**src/rtl/ppm_pkg.sv**
```systemverilog
package ppm_pkg;

    typedef enum logic [2:0] {
        MODE_COMPAT   = 3'b000,
        MODE_BYTE     = 3'b001,
        MODE_FWD_FIFO = 3'b010,
        MODE_XFER     = 3'b011,
        MODE_RSV4     = 3'b100,
        MODE_RSV5     = 3'b101,
        MODE_TEST     = 3'b110,
        MODE_CFG      = 3'b111
    } ppm_mode_e;

    typedef struct packed {
        logic      svc;
        logic      dma_en;
        logic      dir;
        ppm_mode_e mode;
    } ppm_ctrl_t;

    localparam logic [1:0] ADDR_CTRL = 2'd0;
    localparam logic [1:0] ADDR_THR  = 2'd1;
    localparam logic [1:0] ADDR_STAT = 2'd2;

    function automatic logic is_base(input ppm_mode_e m);
        return (m == MODE_COMPAT) || (m == MODE_BYTE);
    endfunction

    function automatic logic is_xfer(input ppm_mode_e m);
        return (m == MODE_FWD_FIFO) || (m == MODE_XFER);
    endfunction

    function automatic logic mode_allowed(input ppm_mode_e cur, input ppm_mode_e req);
        return is_base(cur) || is_base(req);
    endfunction

endpackage

```
**src/rtl/ppm_mode_reg.sv**
```systemverilog
module ppm_mode_reg
    import ppm_pkg::*;
(
    input  logic      clk,
    input  logic      rst,
    input  logic      wr_ctrl,
    input  ppm_mode_e req_mode,
    input  logic      req_dir,
    output ppm_mode_e mode_q,
    output logic      dir_q
);

    logic mode_ok;
    logic dir_ok;

    always_comb begin
        mode_ok = wr_ctrl && mode_allowed(mode_q, req_mode);
        dir_ok  = wr_ctrl && (mode_q == MODE_BYTE);
    end

    always_ff @(posedge clk) begin
        if (rst) begin
            mode_q <= MODE_COMPAT;
            dir_q  <= 1'b0;
        end else begin
            if (mode_ok) mode_q <= req_mode;
            if (dir_ok)  dir_q  <= req_dir;
        end
    end

endmodule

```
**src/rtl/ppm_dma_ctl.sv**
```systemverilog
module ppm_dma_ctl #(
    parameter int FIFO_DEPTH = 16,
    localparam int LVL_W = $clog2(FIFO_DEPTH + 1)
) (
    input  logic             clk,
    input  logic             rst,
    input  logic             wr_ctrl,
    input  logic             wr_dma_en,
    input  logic             wr_svc,
    input  logic             wr_thr,
    input  logic [LVL_W-1:0] thr_wdata,
    input  logic             dma_tc,
    input  logic [LVL_W-1:0] fifo_level,
    input  logic             dir,
    input  logic             xfer,
    output logic             dma_req,
    output logic             irq,
    output logic             svc_q,
    output logic             dma_en_q,
    output logic [LVL_W-1:0] thr_q
);

    localparam logic [LVL_W-1:0] DEPTH_V = LVL_W'(FIFO_DEPTH);
    localparam logic [LVL_W-1:0] THR_RST = LVL_W'(FIFO_DEPTH / 2);

    logic [LVL_W-1:0] free_space;
    logic [LVL_W-1:0] avail;
    logic             tc_hit;

    always_comb begin
        free_space = DEPTH_V - fifo_level;
        avail      = dir ? fifo_level : free_space;
        tc_hit     = dma_tc && !svc_q;
        dma_req    = dma_en_q && !svc_q && xfer && (avail >= thr_q);
    end

    always_ff @(posedge clk) begin
        if (rst) begin
            svc_q    <= 1'b1;
            dma_en_q <= 1'b0;
            thr_q    <= THR_RST;
            irq      <= 1'b0;
        end else begin
            irq <= tc_hit;
            if (wr_ctrl) dma_en_q <= wr_dma_en;
            if (dma_tc)       svc_q <= 1'b1;
            else if (wr_ctrl) svc_q <= wr_svc;
            if (wr_thr) thr_q <= thr_wdata;
        end
    end

endmodule

```
**src/rtl/ppm_ctrl.sv**
```systemverilog
module ppm_ctrl
    import ppm_pkg::*;
#(
    parameter int FIFO_DEPTH = 16,
    localparam int LVL_W = $clog2(FIFO_DEPTH + 1)
) (
    input  logic             clk,
    input  logic             rst,
    input  logic             wr_en,
    input  logic [1:0]       addr,
    input  logic [7:0]       wdata,
    output logic [7:0]       rdata,
    input  logic [LVL_W-1:0] fifo_level,
    input  logic             dma_tc,
    output logic [2:0]       mode_o,
    output logic             dir_o,
    output logic             fifo_en,
    output logic             auto_hs,
    output logic             dma_req,
    output logic             irq,
    output logic             fifo_empty,
    output logic             fifo_full
);

    ppm_ctrl_t        wr_fields;
    ppm_ctrl_t        cur;
    ppm_mode_e        mode_q;
    logic             dir_q;
    logic             svc_q;
    logic             dma_en_q;
    logic [LVL_W-1:0] thr_q;
    logic             wr_ctrl;
    logic             wr_thr;
    logic             xfer;

    always_comb begin
        wr_fields = ppm_ctrl_t'(wdata[5:0]);
        wr_ctrl   = wr_en && (addr == ADDR_CTRL);
        wr_thr    = wr_en && (addr == ADDR_THR);
        xfer      = is_xfer(mode_q);
    end

    ppm_mode_reg u_mode (
        .clk     (clk),
        .rst     (rst),
        .wr_ctrl (wr_ctrl),
        .req_mode(wr_fields.mode),
        .req_dir (wr_fields.dir),
        .mode_q  (mode_q),
        .dir_q   (dir_q)
    );

    ppm_dma_ctl #(.FIFO_DEPTH(FIFO_DEPTH)) u_dma (
        .clk       (clk),
        .rst       (rst),
        .wr_ctrl   (wr_ctrl),
        .wr_dma_en (wr_fields.dma_en),
        .wr_svc    (wr_fields.svc),
        .wr_thr    (wr_thr),
        .thr_wdata (wdata[LVL_W-1:0]),
        .dma_tc    (dma_tc),
        .fifo_level(fifo_level),
        .dir       (dir_q),
        .xfer      (xfer),
        .dma_req   (dma_req),
        .irq       (irq),
        .svc_q     (svc_q),
        .dma_en_q  (dma_en_q),
        .thr_q     (thr_q)
    );

    always_comb begin
        cur.svc    = svc_q;
        cur.dma_en = dma_en_q;
        cur.dir    = dir_q;
        cur.mode   = mode_q;
        mode_o     = mode_q;
        dir_o      = dir_q;
        fifo_en    = xfer;
        auto_hs    = xfer;
        fifo_empty = (fifo_level == '0);
        fifo_full  = (fifo_level == LVL_W'(FIFO_DEPTH));
        case (addr)
            ADDR_CTRL: rdata = {2'b00, cur};
            ADDR_THR:  rdata = 8'(thr_q);
            ADDR_STAT: rdata = {5'b0, dma_req, fifo_full, fifo_empty};
            default:   rdata = 8'h00;
        endcase
    end

endmodule

```
**config.mk**
```make
export PLATFORM = sky130hd
export DESIGN_NAME = ppm_ctrl
export DESIGN_NICKNAME = d
export VERILOG_FILES = /design/src/rtl/ppm_pkg.sv /design/src/rtl/ppm_mode_reg.sv /design/src/rtl/ppm_dma_ctl.sv /design/src/rtl/ppm_ctrl.sv
export SDC_FILE = /design/constraint.sdc
export NUM_CORES = 1
export LEC_CHECK = 0
export BUFFER_PORTS_ARGS = -buffer_cell sky130_fd_sc_hd__buf_2
export CAP_MARGIN = 20
export CORE_ASPECT_RATIO = 0.8
export CORE_MARGIN = 5
export CORE_UTILIZATION = 24
export DETAILED_ROUTE_END_ITERATION = 6
export GPL_TIMING_DRIVEN = 0
export RECOVER_POWER = 50
export SYNTH_ARGS = -nofsm -noshare
export SYNTH_HDL_FRONTEND = slang
export SYNTH_SLANG_ARGS = --single-unit
```
**constraint.sdc**
```tcl
create_clock -name clk -period 3.45 [get_ports clk]
set_input_delay 0.5175 -clock clk [delete_from_list [all_inputs] [get_ports clk]]
set_output_delay 0.5175 -clock clk [all_outputs]
set_load 0.05 [all_outputs]
```
# Yosys cells after proc, flatten, opt, wreduce, memory -nomap -nowiden
# Cells that the tools add are included.
# word_totals
n_memories,0
latchBits,0
romBits,0
in_bits,19
regBits,12
ram_bits,0
# classes
eq_ne,7
shift,0
add_sub_neg,1
n_reduce_logical,18
n_mul,0
order_cmp,1
div,0
bitwise_logic,0
mux,2
# op_table
operator,n
$pmux 6 s3,1
$logic_and 1x1->1,8
$eq 3x1->1 const B,2
$eq 3x2->1 const B,2
$logic_not 3->1,2
$eq 5x5->1 const B,1
$ge 5x5->1,1
$logic_not 5->1,1
$mux 5,1
$sub 5x5->5 const A,1
$logic_or 1x1->1,4
$eq 2x1->1 const B,1
$eq 2x2->1 const B,1
$logic_not 2->1,1
$reduce_or 2->1,1
$logic_not 1->1,1

# Longest topological paths before layout
# Gate-level depths: netlist (run 1).
# depth
ltp_word,5
ltp_mapped,9
depth_no_buf,9

# By module
# Synthesis (run 1) repeated with hierarchy kept, for this count alone.
# unflattened
hier_cells,104
hier_area_um2,870.8
# modules_own_cells
module,n_inst,cells_per_inst,seq_area_each_um2,area_per_inst_um2
ppm_dma_ctl,1,55,160.2,490.5
ppm_ctrl,1,29,0.0,201.4
ppm_mode_reg,1,20,80.1,178.9

# Worst setup path before layout (run 1)
# OpenSTA, ideal clock, no wires.
# synth_timing
kind,flip-flop to output port
start,register u_mode.mode_q[1]
end,output rdata[2]
stages_incl_launch_ff,4
required_ps,2932
setup_slack_ps,-13
n_path_buf,0
arrival_ps,2946
cell_sequence,dfxtp_1 > nor2b_1 > nand3b_1 > o32ai_1
# synth_via
elab_chain_len,5
# synth_rtl
item,line_no,rtl
from (decl),ppm_mode_reg.sv:9,"output ppm_mode_e mode_q,"
from (signal assigned),ppm_mode_reg.sv:26,if (mode_ok) mode_q <= req_mode;
$eq 3x2->1,ppm_pkg.sv:30,return (m == MODE_FWD_FIFO) || (m == MODE_XFER);
$logic_or 1x1->1 *,ppm_pkg.sv:30,
net auto_hs,ppm_ctrl.sv:18,"output logic auto_hs,"
$logic_and 1x1->1 * (2 in a row),ppm_dma_ctl.sv:34,dma_req = dma_en_q && !svc_q && xfer && (avail >= thr_q);
$pmux 6 s3 *,ppm_ctrl.sv:83,case (addr)
to (decl),ppm_ctrl.sv:12,"output logic [7:0] rdata,"
# Mark *: on every way through the listed nets, which the timed path passes. The rest lies on a longest branch.

# Final worst setup path (run 1)
# layout_timing
start,input fifo_level[0]
end,output rdata[2]
# layout_via
elab_chain_len,5
# layout_rtl
item,line_no,rtl
from (decl),ppm_ctrl.sv:13,"input logic [LVL_W-1:0] fifo_level,"
$sub 5x5->5,ppm_dma_ctl.sv:31,free_space = DEPTH_V - fifo_level;
$mux 5 *,ppm_dma_ctl.sv:32,avail = dir ? fifo_level : free_space;
$ge 5x5->1 *,ppm_dma_ctl.sv:34,
$logic_and 1x1->1 *,ppm_dma_ctl.sv:34,
$pmux 6 s3 *,ppm_ctrl.sv:83,
# Every way passes the cells marked *; elsewhere a longest branch is shown, timed or not.

==> impl_metrics.tcl, run 1 <==
set metrics [dict create \
    max_stage_delay_ps 290 \
    ys_seq_elements 12 \
    via_per_inst 4.53 \
    combPwrFrac_pct 24.1 \
    drt-wirelength-per-cell_um 11.8 \
    clock_path_buffers 2 \
    ys_async_sr_fraction_pct 0 \
    clkLatencyLatePin_ps 240 \
    synthCells 99 \
    drive_gt1_share_pct 27.8 \
    critPathArrivalTime_ps 2660 \
    p_clk_share_pct 35.1 \
    max_freq_mhz 315 \
    clockRootBuffer "clkbuf_8" \
    hold_depth 1 \
    r2r_start "u_mode.mode_q[2]" \
    ys_types 27 \
    antenna_cells 0 \
    clk_pin_slew_ps 50 \
    antenna_found_initial 0 \
    hold_class "flop to flop" \
    setup_violations 0 \
    synth_top_area_share_pct 28.2 \
    vias 793 \
    slew-limit-headroom_pct 40.0 \
    grt_max_degree 11 \
    rr_worst_depth 4 \
    cellPowerDensity_mw_per_mm2 331 \
    maxCapViolCount 0 \
    r2r_end "u_mode.mode_q[0]" \
    yosys_warnings 0 \
    cts_tree "done" \
    hold_violations 0 \
    cts_setup_buffers 0 \
    netlist_area_um2 851 \
    firstDrtPassIters 4 \
    synthTopCellsByCount "nor2_1, mux2i_1, dfxtp_1" \
    crit_fanout 2 \
    dieArea_mm2 0.00484 \
    seqPwrFrac_pct 40.9 \
    post-place-ws_ps 269 \
    cp_slowest_cell "nor3b_1" \
    grt_overflow 0 \
    fillers 386 \
    hold_buffers 0 \
    p_leak_nw 0.548 \
    nNetsFinal 162 \
    worst_slack_ps 271 \
    yosysSeqAreaShare_pct 28.2 \
    grt_use_total_pct 8.68 \
    gp_congestion 0.783 \
    coreArea_mm2 0.00342 \
    cpMostUsedCell "ha_1" \
    fp.dieW_um 76.6 \
    num_rows 19 \
    synth_edf_count 0 \
    status "complete, no violations" \
    synthTopCellsByArea "dfxtp_1, mux2i_1, ha_1" \
    setup_tns_ps 0 \
    ir_drop_mv 0.122 \
    areaGrowthSynthToFinish_pct 26.9 \
    yosysMostFrequentCell "nor2_1" \
    hold_end "u_dma.irq" \
    dp_hpwl_um 1700 \
    cts_resized 0 \
    start_util_pct 24.9 \
    skew_ps 5.36 \
    switchingPower_w 0.000107 \
    ant_nets 0 \
    yosys_most_used_dff "dfxtp_1" \
    cp-end-kind "primary output" \
    drt_iter0_markers 26 \
    drc 0 \
    htreeDepth 1 \
    path_cells "buf_2 -> inv_1 -> ha_1 -> nor3b_1 -> ha_1 -> mux2i_1 -> ha_1 -> a21o_1 -> a31oi_1 -> o32ai_2 -> buf_2" \
    routed_wl_um 2070 \
    sw_frac_of_total_pct 29.8 \
    grt_setup_unrepaired "false" \
    avgSynthCellArea_um2 8.59 \
    grt_pass1_wl_um 3400 \
    io_pins 37 \
    crit_type "primary input to primary output" \
    fin_crit_sh_pct 92.2 \
    drv_slew 0 \
    tightest_slew_ps 898 \
    grt_pass1_vias 761 \
    yosysTopAreaCell "dfxtp_1" \
    cts_buffers 3 \
    min_from "u_dma.svc_q" \
    r2r_slack_ps 2180 \
    port_buffers 30 \
    p_int_w 0.000251 \
    clkSinkCount 12 \
    fp.dieH_um 63.3 \
    fin_crit_ps 3180 \
    critPathLaunchType "primary input" \
    cp.required_ps 2930 \
]
-- flip-flops by register name (all words and copies together) (netlist names) --
register	cells
u_dma.thr_q	5
u_mode.mode_q	3
u_dma.dma_en_q	1
u_dma.irq	1
u_dma.svc_q	1
u_mode.dir_q	1
-- how the worst max path moves through the flow --
| stage | slack, ps | cells past startpoint | from | to |
|---|---|---|---|---|
| finish | 270 | 11 | fifo_level[0] | rdata[2] |
| global route | 140 | 11 | fifo_level[0] | rdata[2] |
| CTS | 250 | 11 | fifo_level[0] | rdata[2] |
| detailed placement | 270 | 11 | fifo_level[0] | rdata[2] |
| global placement | 340 | 11 | fifo_level[0] | rdata[2] |
| floorplan | 460 | 3 | u_mode.mode_q[1] | rdata[2] |
-- layout by cell type (no fill, tap or decap), drive strengths merged --
cell type  count
a21o           1
a21oi          3
a31oi          1
buf           31
clkbuf         8
conb           2
dfxtp         12
ha             8
inv            7
mux2           1
mux2i         14
nand2          7
nand2b         1
nand3          3
nand3b         2
nor2          15
nor2b          3
nor3           1
nor3b          4
o21ai          5
o32ai          1
or2b           1
xor2           2
-- metrics by stage --
step / hold slack (ps) / instances / total power, W / utilization (%) / cell area [um2]
global placement: 437 / 172 / 0.000236 / 31.1 / 1060
detailed placement: 453 / 172 / 0.000238 / 31.1 / 1060
global route: 490 / 175 / 0.000377 / 31.5 / 1080
CTS: 463 / 175 / 0.000366 / 32.3 / 1110
finish: 487 / 175 / 0.000357 / 31.5 / 1080
floorplan: 421 / 100 / 0.000214 / - / 862
-- cell type report --
| cell class | count | area, um2 | share of cell area, % |
|---|---|---|---|
| well taps | 42 | 52.6 | 4.87 |
| plain buffers | 6 | 41.3 | 3.82 |
| flip-flops and latches | 12 | 240 | 22.2 |
| inverters | 7 | 26.3 | 2.43 |
| clock buffers | 3 | 41.3 | 3.82 |
| multi-input cells | 75 | 532 | 49.2 |
| repair buffers | 30 | 146 | 13.6 |
-- metal layers --
metal	wire (um)	global-route usage, %	vias to the layer above
met5	0	0	-
met4	26	3.93	0
met3	88	2.71	4
met2	978	13.6	23
met1	976	10.9	367
li1	-	-	399
-- worst max-delay path, delay by kind of cell --
| family | cells | cell delay, ps |
|---|---|---|
| adders and majority gates | 3 | 730 |
| AOI/OAI and AO/OA | 3 | 560 |
| buffers and inverters | 3 | 410 |
| and+or+nand+nor | 1 | 290 |
| muxes | 1 | 160 |
-- power groups by stage --
stage,sequential (W),clock (W),combinational (W)
CTS,0.000146,0.000130,0.0000900
floorplan,0.000152,0,0.0000615
global route,0.000147,0.000136,0.0000946
finish,0.000146,0.000125,0.0000860
detailed placement,0.000149,0,0.0000895
global placement,0.000149,0,0.0000875
-- kinds of logic after synthesis --
logic type | count (synthesis) | synth area share (%)
adders and majority gates | 8 | 11.8
AOI/OAI and AO/OA | 11 | 7.79
xor gates and xnor gates | 2 | 2.06
buffers and inverters | 13 | 8.82
and+or+nand+nor | 37 | 23.1
muxes | 15 | 17.8
DFF | 12 | 28.2
other | 1 | 0.441
Power figures use the tool's default switching activity.
==> run 2: changes to the inputs <==
--- a/config.mk
+++ b/config.mk
@@ -7,7 +7,6 @@
 export LEC_CHECK = 0
 export BUFFER_PORTS_ARGS = -buffer_cell sky130_fd_sc_hd__buf_2
 export CAP_MARGIN = 20
-export CORE_ASPECT_RATIO = 0.8
 export CORE_MARGIN = 5
 export CORE_UTILIZATION = 24
 export DETAILED_ROUTE_END_ITERATION = 6
==> constraint.sdc (replaced) <==
create_clock -name clk -period 3.45 [get_ports clk]
set_input_delay 0.5175 -clock clk [delete_from_list [all_inputs] [get_ports clk]]
set_output_delay 0.5175 -clock clk [all_outputs]
set_load 0.1 [all_outputs]
==> run 2 against run 1 <==
Compared with the run above:
- critical path depth stayed put
- clock-buffer cell count is 1 higher
- total power is 3.1% higher
- worst setup slack worse by 35 ps
- non-clock buffer count stayed put
- routed wire length is 2.1% higher
- clock power is 13% lower
- die area is 0.16% lower
- critical endpoint unchanged
- largest cell class unchanged
- largest power group unchanged
==> impl_metrics.tcl, run 2 (same netlist as run 1, synthesis figures left out) <==
set metrics [dict create \
    gp_congestion 0.788 \
    post_dp_cell_area_mm2 0.00109 \
    crit_type "primary input to primary output" \
    maxCapViolCount 0 \
    busiest_layer "met2" \
    routed_wl_um 2110 \
    max_freq_mhz 311 \
    coreArea_mm2 0.00339 \
    r2r_start "u_mode.mode_q[2]" \
    clkSinkCount 12 \
    ir_drop_mv 0.108 \
    most-common-layout-cells "buf_2, mux2i_1, nor2_1" \
    grt_setup_unrepaired "false" \
    start_util_pct 25.1 \
    io_pins 37 \
    cp-end-kind "primary output" \
    critPathArrivalTime_ps 2700 \
    cts_tree "done" \
    r2r_slack_ps 2130 \
    p_leak_nw 0.550 \
    crit_start "fifo_level[0]" \
    num_rows 21 \
    critPathLaunchType "primary input" \
    port_buffers 30 \
    fillers 353 \
    grt_max_degree 11 \
    setup_violations 0 \
    via_per_inst 4.36 \
    grt_pass1_wl_um 3660 \
    hold_violations 0 \
    slew-limit-headroom_pct 22.4 \
    largest_reg_flops 5 \
    cp.required_ps 2930 \
    fp.dieW_um 69.5 \
    skew_ps 0.0999 \
    clock_path_buffers 2 \
    nNetsFinal 162 \
    cts_buffers 3 \
    switchingPower_w 0.000129 \
    vias 785 \
    seqPwrFrac_pct 39.6 \
    layout_commonest_cell "buf_2" \
    top_regs "u_dma.thr_q (5), u_mode.mode_q (3)" \
    p_int_w 0.000239 \
    fin_crit_ps 3210 \
    clk_pin_slew_ps 70 \
    grt_overflow 0 \
    hold_depth 2 \
    gr-usage-met3_pct 1.59 \
    fin_crit_sh_pct 93.2 \
    combPwrFrac_pct 30.9 \
    rr_worst_depth 4 \
    fin_area_mm2 0.00110 \
    antenna_found_initial 0 \
    htreeDepth 1 \
    drt-wirelength-per-cell_um 11.7 \
    areaGrowthSynthToFinish_pct 29.7 \
    min_from "rst" \
    r2r_end "u_mode.mode_q[0]" \
    top_register "u_dma.thr_q" \
    gr-usage-met2_pct 16.8 \
    firstDrtPassIters 3 \
    crit_fanout 2 \
    p_clk_share_pct 29.5 \
    sw_frac_of_total_pct 35.0 \
    clockRootBuffer "clkbuf_4" \
    status "complete, no violations" \
    finish.utilization_pct 32.6 \
    antenna_cells 0 \
    drc 0 \
    fp.dieH_um 69.5 \
    cellPowerDensity_mw_per_mm2 334 \
    dp_hpwl_um 1800 \
    grt_use_total_pct 9.34 \
    clkLatencyLatePin_ps 270 \
    tightest_slew_ps 1170 \
    drt_iter0_markers 13 \
    ant_nets 0 \
    drive_gt1_share_pct 31.3 \
    drv_slew 0 \
    hold_class "primary input to flop" \
    grt_pass1_vias 838 \
    grtUsageMet1_pct 10.2 \
    dieArea_mm2 0.00484 \
    critPathCapture "rdata[2]" \
]
-- run 2: cell count changes in the layout (fill, tap and decap cells not counted), sizes merged --
cell	before	now
buf	31	32
-- run 2: area by class of cell --
type,instances,area (um2),area share [%]
timing repair buffer,30,148,13.4
tap,46,57.6,5.22
inverter,7,26.3,2.38
buffer,6,41.3,3.74
clock buffer,4,36.3,3.29
multi-input combinational,75,554,50.2
sequential,12,240,21.8
-- run 2: worst min-delay path by stage --
| stage | end | slack, ps |
|---|---|---|
| floorplan | u_dma.irq | 420 |
| global placement | u_dma.irq | 480 |
| detailed placement | u_dma.irq | 480 |
| CTS | u_dma.irq | 430 |
| global route | u_dma.irq | 420 |
| finish | u_dma.irq | 440 |
-- run 2: repair_timing --
item	CTS	global route
endpoints found under the setup margin	0	1
setup buffers	0	0
hold buffers	0	0
gates resized for setup	0	1
-- run 2: routing by layer --
layer	vias up	share of wire, %
met3	2	5.0
met4	0	1.2
li1	402	-
met5	-	0
met2	18	51
met1	363	42
-- run 2: power groups by stage --
| stage | Combinational, W | Clock (W) | Sequential [W] |
|---|---|---|---|
| global placement | 0.000112 | 0 | 0.000149 |
| floorplan | 0.0000821 | 0 | 0.000157 |
| finish | 0.000114 | 0.000109 | 0.000146 |
| global route | 0.000123 | 0.000121 | 0.000147 |
| CTS | 0.000116 | 0.000114 | 0.000146 |
| detailed placement | 0.000116 | 0 | 0.000149 |
-- run 2: stage by stage --
| stage | setup TNS (ps) | hold slack, ps | total power [W] | std cells | worst slack [ps] |
|---|---|---|---|---|---|
| 2_1_floorplan | -434 | 421 | 0.000239 | 100 | -225 |
| 3_3_place_gp | 0 | 477 | 0.000261 | 176 | 188 |
| 3_5_place_dp | 0 | 485 | 0.000265 | 176 | 136 |
| 4_1_cts | 0 | 428 | 0.000375 | 180 | 135 |
| 5_1_grt | 0 | 423 | 0.000391 | 180 | 58.8 |
| 6_report | 0 | 437 | 0.000368 | 180 | 235 |
-- run 2: critical path: stages --
cell and delay (ps):
buf_2 100, inv_1 80, ha_1 160, nor3b_1 260, ha_1 280, mux2i_1 150
ha_1 280, a21o_1 190, a31oi_2 230, o32ai_4 120, buf_2 320
